<file path="config.mk">
export PLATFORM = sky130hd
export DESIGN_NAME = adc_result_reg
export DESIGN_NICKNAME = d
export VERILOG_FILES = /design/src/rtl/adc_rr_pkg.sv /design/src/rtl/adc_rr_format.sv /design/src/rtl/adc_rr_flags.sv /design/src/rtl/adc_result_reg.sv
export SDC_FILE = /design/constraint.sdc
export NUM_CORES = 1
export LEC_CHECK = 0
export BUFFER_PORTS_ARGS = -buffer_cell sky130_fd_sc_hd__buf_4
export CORE_MARGIN = 2
export CORE_UTILIZATION = 35
export CTS_CLUSTER_SIZE = 24
export DETAILED_ROUTE_END_ITERATION = 16
export GPL_ROUTABILITY_DRIVEN = 0
export GPL_TIMING_DRIVEN = 0
export PLACE_DENSITY_LB_ADDON = 0.05
export SKIP_CTS_REPAIR_TIMING = 1
export SLEW_MARGIN = 20
export SYNTH_ARGS = -nofsm -noshare
export SYNTH_HDL_FRONTEND = slang
export SYNTH_HIERARCHICAL = 1
export SYNTH_SLANG_ARGS = --single-unit
</file>
<file path="constraint.sdc">
create_clock -name clk -period 1.6 [get_ports clk]
set_input_delay 0.24 -clock clk [delete_from_list [all_inputs] [get_ports clk]]
set_output_delay 0.24 -clock clk [all_outputs]
set_load 0.1 [all_outputs]
</file>
<file path="src/rtl/adc_rr_pkg.sv">
package adc_rr_pkg;

    typedef enum logic [1:0] {
        RES_12 = 2'd0,
        RES_10 = 2'd1,
        RES_8  = 2'd2,
        RES_6  = 2'd3
    } res_e;

    localparam int NUM_RES = 4;

endpackage

</file>
<file path="src/rtl/adc_rr_format.sv">
module adc_rr_format
    import adc_rr_pkg::*;
#(
    parameter int RAW_W = 12,
    parameter int DR_W  = 16
) (
    input  logic [RAW_W-1:0] code,
    input  res_e             res,
    input  logic             left,
    output logic [DR_W-1:0]  word
);
    logic [DR_W-1:0] cand [NUM_RES];

    // one formatting lane per resolution; the select picks a lane
    for (genvar r = 0; r < NUM_RES; r++) begin : g_lane
        localparam int NBITS = RAW_W - 2 * r;
        // 6-bit left justification tops out at the low byte
        localparam int LSH   = (r == NUM_RES - 1) ? (DR_W / 2 - NBITS) : (DR_W - NBITS);
        logic [DR_W-1:0] right_v;
        logic [DR_W-1:0] left_v;
        assign right_v = DR_W'(code[NBITS-1:0]);
        assign left_v  = right_v << LSH;
        assign cand[r] = left ? left_v : right_v;
    end

    always_comb begin
        word = cand[res];
    end

endmodule

</file>
<file path="src/rtl/adc_rr_flags.sv">
module adc_rr_flags (
    input  logic done,
    input  logic rd,
    input  logic eclr,
    input  logic oclr,
    input  logic eoc_q,
    input  logic ovr_q,
    output logic load,
    output logic eoc_d,
    output logic ovr_d
);
    logic consumed;
    logic overrun;

    always_comb begin
        // a read or clear in the same cycle frees the slot for the new word
        consumed = rd | eclr;
        overrun  = done & eoc_q & ~consumed;
        load     = done & ~overrun;
        eoc_d    = load ? 1'b1 : (consumed ? 1'b0 : eoc_q);
        ovr_d    = overrun | (ovr_q & ~oclr);
    end

endmodule

</file>
<file path="src/rtl/adc_result_reg.sv">
module adc_result_reg
    import adc_rr_pkg::*;
#(
    parameter int RAW_W = 12,
    parameter int DR_W  = 16
) (
    input  logic             clk,
    input  logic             rst_n,
    input  logic             conv_done,
    input  logic [RAW_W-1:0] conv_code,
    input  logic [1:0]       res_sel,
    input  logic             left_just,
    input  logic             dr_read,
    input  logic             eoc_clr,
    input  logic             ovr_clr,
    input  logic             ovr_ie,
    output logic [DR_W-1:0]  dout,
    output logic             eoc,
    output logic             ovr,
    output logic             irq
);
    typedef struct packed {
        logic [DR_W-1:0] dr;
        logic            eoc;
        logic            ovr;
    } state_t;

    state_t st_q, st_d;
    logic [DR_W-1:0] fmt_word;
    logic load, eoc_nx, ovr_nx;

    adc_rr_format #(.RAW_W(RAW_W), .DR_W(DR_W)) u_fmt (
        .code (conv_code),
        .res  (res_e'(res_sel)),
        .left (left_just),
        .word (fmt_word)
    );

    adc_rr_flags u_flags (
        .done  (conv_done),
        .rd    (dr_read),
        .eclr  (eoc_clr),
        .oclr  (ovr_clr),
        .eoc_q (st_q.eoc),
        .ovr_q (st_q.ovr),
        .load  (load),
        .eoc_d (eoc_nx),
        .ovr_d (ovr_nx)
    );

    always_comb begin
        st_d     = st_q;
        st_d.dr  = load ? fmt_word : st_q.dr;
        st_d.eoc = eoc_nx;
        st_d.ovr = ovr_nx;
    end

    always_ff @(posedge clk) begin
        if (!rst_n) st_q <= '0;
        else        st_q <= st_d;
    end

    assign dout = st_q.dr;
    assign eoc  = st_q.eoc;
    assign ovr  = st_q.ovr;
    assign irq  = st_q.ovr & ovr_ie;

    // completion always leaves the data-ready flag set
    assert_eoc_after_done_R6: assert property (@(posedge clk) disable iff (!rst_n)
        conv_done |=> eoc);

    // read or clear without completion drops the flag, data stays
    assert_eoc_cleared_R7: assert property (@(posedge clk) disable iff (!rst_n)
        ((dr_read || eoc_clr) && !conv_done) |=> (!eoc && $stable(dout)));

    // overrun sets the flag and preserves the old word
    assert_overrun_keeps_R8: assert property (@(posedge clk) disable iff (!rst_n)
        (conv_done && eoc && !dr_read && !eoc_clr) |=> (ovr && $stable(dout)));

    // coincident read lets the new word in without overrun
    assert_read_race_R9: assert property (@(posedge clk) disable iff (!rst_n)
        (conv_done && (dr_read || eoc_clr) && !ovr) |=> !ovr);

    // overrun flag is sticky
    assert_ovr_sticky_R10: assert property (@(posedge clk) disable iff (!rst_n)
        (ovr && !ovr_clr) |=> ovr);

    // no completion, no change of data
    assert_dout_idle_R5: assert property (@(posedge clk) disable iff (!rst_n)
        !conv_done |=> $stable(dout));

endmodule

</file>
==> summary.txt, run 1 <==
Synth Net Count = 155
Worst Hold Class = input port to flop
post-synthesis area per instance = 8.92 µm²
DRC viols = 0
layout cells sized above 1 = 33.0%
post-synthesis mux area share = 21.1%
largest family of logic cells by synthesized area = simple AND/OR/NAND/NOR gates
clock-pin slew on the worst setup and hold paths = 0.11 ns
io pins = 41
die height = 62.2 µm
flops & latches, synth = 18
Ant. Diodes = 0
RSZ-0062 raised after global routing = no
Final setup violation count = 0
Req. time, crit path = 1.36 ns
Worst Reg-to-Reg Cells = 6
Max Root-Sink Buffers = 2
pwr dens = 772 nW/µm²
FMAX = 758 MHz
reg2reg end = dout[12]$_SDFFE_PN0P_
GRT Residual Overflow = 0
final wirelength = 2810 µm
CORE AREA = 3280 µm²
hold path depth = 2
Setup TNS Final = 0 ns
ANT nets after route = 0
min cycle time layout = 1.32 ns
worst flop-to-flop path startpoint = eoc$_SDFF_PN0_
Routed wire per std cell = 12.6 µm
Max Slew Vio Count = 0
Area Overhead vs Synth = 32.8%
final hold vios = 0
reg2reg setup slack = 0.29 ns
YS warnings = 6
hold path start = rst_n
PortBufs = 39
Tightest Pin Transition = 0.460 ns
compound-gate portion of the synthesized area = 12.1%
Num CTS Buffers = 3
Initial Util = 36.1%
Slew HR = 69.4%
pre-CTS setup slack = 0.254 ns
first drt pass iteration count = 4
Setup crit end kind = output port
Die W = 62.2 µm
Setup WS post-layout = 0.281 ns
Synth Area in Simple Gates = 27.6%
fin crit share = 82.4%
status = completed
Yosys cell types = 33
Startpoint Class = flop
Vias/cell = 4.87
max_cap viols = 0
DR vias = 1081
Clock Latency Late Sink = 0.29 ns
sequential cell area fraction in the yosys report = 30.4%
die area = 3870 µm²
Syn Inst Count = 133
Synth Area in Adders = 0%
dominant synthesized flop cell = dfxtp_1
vias in the first global route = 1052
EDFF count, synth = 0
Crit Path Class = flop to output port
worst path arrival time = 1.08 ns
clock tree sinks = 18
initial antenna violation count = 0
CTS tree = built
Crit Path Max Fanout = 3
Syn Std Cell Area = 1190 µm²
CTS root buf = clkbuf_4
largest net degree at the start of global routing = 11
H-tree Lvls = 1
CP Launch Point = ovr$_SDFF_PN0_
first-pass GRT wire length = 4810 µm
hpwl dp = 2190 µm
Peak supply drop = 0.523 mV
XOR/XNOR share of the synthesized area = 0%
Leakage = 0.758 nW
skew final = 0.00814 ns
std cell rows = 21
GRT Total Usage = 15.1%
drt first-iter violations = 19
async set-reset flop share out of synthesis = 0%
Worst Hold End = dout[13]$_SDFFE_PN0P_
Total Nets Final = 199
[metal layers]
layer  track usage [%]  routed length (µm)  vias up
li1                  -                   -      545
met1              19.6                1330      502
met2              24.9                1290       32
met3              3.26                 163        2
met4              5.00                  15        0
met5                 0                   0        -
[metrics by stage]
stage               hold slack, ns  total power, mW  instances  area (µm²)  util, %
global route                 0.204             1.28        222        1580     48.0
global placement             0.499            0.945        218        1540     46.9
floorplan                    0.368            0.826        133        1190        -
finish                       0.212             1.22        222        1580     48.0
CTS                          0.206             1.23        222        1580     48.0
detailed placement           0.510            0.949        218        1540     46.9
[worst max-delay path by stage]
| stage | end | slack (ns) |
|---|---|---|
| finish | irq | 0.28 |
| global route | dout[12]$_SDFFE_PN0P_ | 0.18 |
| CTS | irq | 0.27 |
| detailed placement | dout[9]$_SDFFE_PN0P_ | 0.25 |
| global placement | dout[9]$_SDFFE_PN0P_ | 0.24 |
| floorplan | irq | -0.20 |
[worst max-delay path: stages (launching register included)]
cell and delay (ns):
dfxtp_1 0.37, and2_2 0.14, buf_4 0.28
[placed cells by master (no fill, tap or decap), types with 2 or more instances in the layout]
| master | n |
|---|---|
| a21o_1 | 2 |
| o21a_1 | 2 |
| buf_6 | 2 |
| a211o_1 | 2 |
| clkbuf_4 | 3 |
| dfxtp_1 | 17 |
| nor2b_1 | 19 |
| o2bb2ai_1 | 2 |
| and2_1 | 4 |
| nand3_1 | 6 |
| inv_1 | 3 |
| o21ai_0 | 2 |
| o21ai_1 | 2 |
| nand2_1 | 10 |
| nand4_1 | 4 |
| mux2i_1 | 22 |
| nand2b_1 | 2 |
| a311oi_1 | 2 |
| nor2_1 | 7 |
| a31oi_1 | 2 |
| o211a_1 | 2 |
| buf_4 | 40 |
| mux2_4 | 2 |
| buf_2 | 4 |
[sequential cells by signal, summed over array words and instances, names as in the netlist]
| signal | flops |
|---|---|
| ovr | 1 |
| dout | 16 |
| eoc | 1 |
[cell families (layout without fill, tap and decap cells)]
group                  after synthesis  count (layout)
and+or+nand+nor                     58              58
AOI/OAI and AO/OA                   19              19
muxes                               24              24
DFF                                 18              18
buffers and inverters               14              57
[Yosys cell counts, types with 3 or more instances]
cell      n  share of area (%)
nand3_1   6                2.5
dfxtp_1  18                 30
nor2b_1  19                 10
buf_2     4                1.7
nor2_1    7                2.2
nand2_1  10                3.2
nand4_1   4                2.1
mux2i_1  22                 19
and2_1    5                2.6
inv_1     3               0.95
[power by group]
group | leakage [nW] | total [mW] | switching, mW | internal [mW]
clock network | 0.0210 | 0.278 | 0.139 | 0.139
registers | 0.148 | 0.483 | 0.0119 | 0.471
logic | 0.589 | 0.455 | 0.295 | 0.160
[final cells by class]
| cell class | count | area [µm²] |
|---|---|---|
| Sequential cell | 18 | 362 |
| Timing Repair Buffer | 39 | 293 |
| Clock buffer | 4 | 36.3 |
| Tap cell | 46 | 57.6 |
| Fill cell | 333 | 1710 |
| Inverter | 3 | 11.3 |
| Buffer | 11 | 92.6 |
| Multi-Input combinational cell | 101 | 723 |
(Power assumes the default switching activity.)
==> run 2, diff against run 1 <==
clock period = 1.08 ns   (was 1.6 ns; I/O delays follow)
==> run 2 against run 1 <==
The run now ends with negative setup slack left. Combinational power rose by 60%. First-iteration DRC count rose by 150%. Worst setup slack got worse by 0.49 ns. Clock power rose by 23%. Sequential cell count did not move. Critical path type is now flop to flop. Largest power group is now combinational logic. Highest routed layer unchanged.
==> summary.txt, run 2 (synthesis gave the netlist of run 1 again) <==
max_cap viols = 0 (unchanged)
die area = 3870 µm² (unchanged)
Clock Latency Late Sink = 0.29 ns (about the same)
worst flop-to-flop path startpoint = eoc$_SDFF_PN0_
Slew HR = 69.4% (about the same)
vias in the first global route = 1021 (-2.9%)
Req. time, crit path = 1.26 ns (-0.10 ns)
Routed wire per std cell = 13.2 µm (+4.1%)
Area Overhead vs Synth = 47.7%
GRT Total Usage = 15.5% (+0.42 points)
Crit Path Max Fanout = 5 (+2)
number of flip-flops in the largest register = 16 (unchanged)
DRC viols = 0 (unchanged)
FMAX = 774 MHz
Setup WS post-layout = -0.212 ns (-0.493 ns)
Initial Util = 36.1% (unchanged)
CTS tree = built
pwr dens = 1030 nW/µm² (+33%)
Total Nets Final = 201 (+1.0%)
first-pass GRT wire length = 4810 µm (unchanged)
RSZ-0062 raised after global routing = yes
pre-CTS setup slack = -0.224 ns (-0.477 ns)
failing checks = negative setup slack
largest net degree at the start of global routing = 11 (unchanged)
final hold vios = 0 (unchanged)
io pins = 41 (unchanged)
status = complete, but fails checks
Worst Hold Class = input port to flop
CORE AREA = 3280 µm² (unchanged)
die height = 62.2 µm (unchanged)
min cycle time layout = 1.29 ns
Setup crit end kind = flop
Ant. Diodes = 0 (unchanged)
std cell rows = 21 (unchanged)
Max Slew Vio Count = 0 (unchanged)
Startpoint Class = flop
Die W = 62.2 µm (unchanged)
Peak supply drop = 0.610 mV (+17%)
drt first-iter violations = 47 (+28)
ANT nets after route = 0 (unchanged)
Crit Path Class = flop to flop
initial antenna violation count = 0 (unchanged)
Leakage = 0.810 nW (+6.9%)
Num CTS Buffers = 3 (unchanged)
worst path arrival time = 1.47 ns (+0.39 ns)
hold path start = rst_n
Final setup violation count = 18 (+18)
Tightest Pin Transition = 0.459 ns (-0.000946 ns)
number of fillers in the final layout = 336 (+0.90%)
H-tree Lvls = 1 (unchanged)
DR vias = 1098 (+1.6%)
hpwl dp = 2200 µm (+0.34%)
PortBufs = 39 (unchanged)
final wirelength = 2950 µm (+5.1%)
CP Launch Point = eoc$_SDFF_PN0_
clock tree sinks = 18 (unchanged)
first drt pass iteration count = 4 (unchanged)
Setup TNS Final = -2.82 ns (-2.82 ns)
fin crit share = 120%
GRT Residual Overflow = 0 (unchanged)
skew final = 0.0137 ns (+0.00558 ns)
Vias/cell = 4.90 (+0.67%)
layout cells sized above 1 = 42.7% (+9.7 points)
Max Root-Sink Buffers = 2 (unchanged)
clock-pin slew on the worst setup and hold paths = 0.11 ns (about the same)
CTS root buf = clkbuf_4
most frequent cells in the layout = mux2i_1 (22), buf_4 (22), nor2b_1 (19)
run 2: cell count changes in the layout (fill, tap and decap cells not counted), moves of 2 or more:
| cell | delta |
|---|---|
| dfxtp_2 | +15 |
| buf_4 | -18 |
| buf_12 | +3 |
| buf_8 | +6 |
| buf_6 | +10 |
| dfxtp_1 | -17 |
| dfxtp_4 | +2 |
run 2: layout make-up:
| class | instances | area (µm²) | area share, % |
|---|---|---|---|
| sequential | 18 | 388 | 22.1 |
| tap | 46 | 57.6 | 3.29 |
| buffer | 11 | 92.6 | 5.29 |
| timing repair buffer | 41 | 445 | 25.4 |
| inverter | 3 | 11.3 | 0.643 |
| clock buffer | 4 | 26.3 | 1.50 |
| multi-input combinational | 101 | 731 | 41.7 |
run 2: critical path, stage by stage, from the launching register on:
cell       delay, ns
dfxtp_4         0.36
nor3b_4         0.15
nor2b_1         0.14
buf_6           0.15
clkbuf_16       0.15
mux2i_1         0.18
nor2b_1         0.06
run 2: where the power goes:
part	switching [mW]	leakage [nW]	internal, mW
registers	0.0251	0.155	0.701
logic	0.442	0.640	0.287
clock network	0.199	0.0150	0.143
run 2: metal layers:
layer,track usage [%],vias to the layer above,wire length (µm)
li1,-,552,-
met2,24.2,36,1420
met5,0,-,0
met1,20.7,506,1330
met4,6.11,0,34
met3,3.62,4,171
run 2: path summary, 6_finish.rpt:
| kind | to | slack (ns) | cells past startpoint |
|---|---|---|---|
| worst max-delay path | dout[8]$_SDFFE_PN0P_ | -0.21 | 6 |
| worst max register to register | dout[8]$_SDFFE_PN0P_ | -0.21 | 6 |
| worst min register to register | dout[6]$_SDFFE_PN0P_ | 0.53 | 2 |
| worst min-delay path | dout[14]$_SDFFE_PN0P_ | 0.14 | 2 |
run 2: through the flow:
stage / std cells / hold slack (ns) / power (mW) / area (µm²) / utilization, %
2_1_floorplan: 133 / 0.290 / 1.23 / 1220 / -
3_3_place_gp: 218 / 0.439 / 1.41 / 1570 / 47.8
3_5_place_dp: 218 / 0.450 / 1.41 / 1570 / 47.8
4_1_cts: 222 / 0.127 / 1.77 / 1600 / 48.6
5_1_grt: 224 / 0.121 / 1.92 / 1750 / 53.3
6_report: 224 / 0.136 / 1.80 / 1750 / 53.3
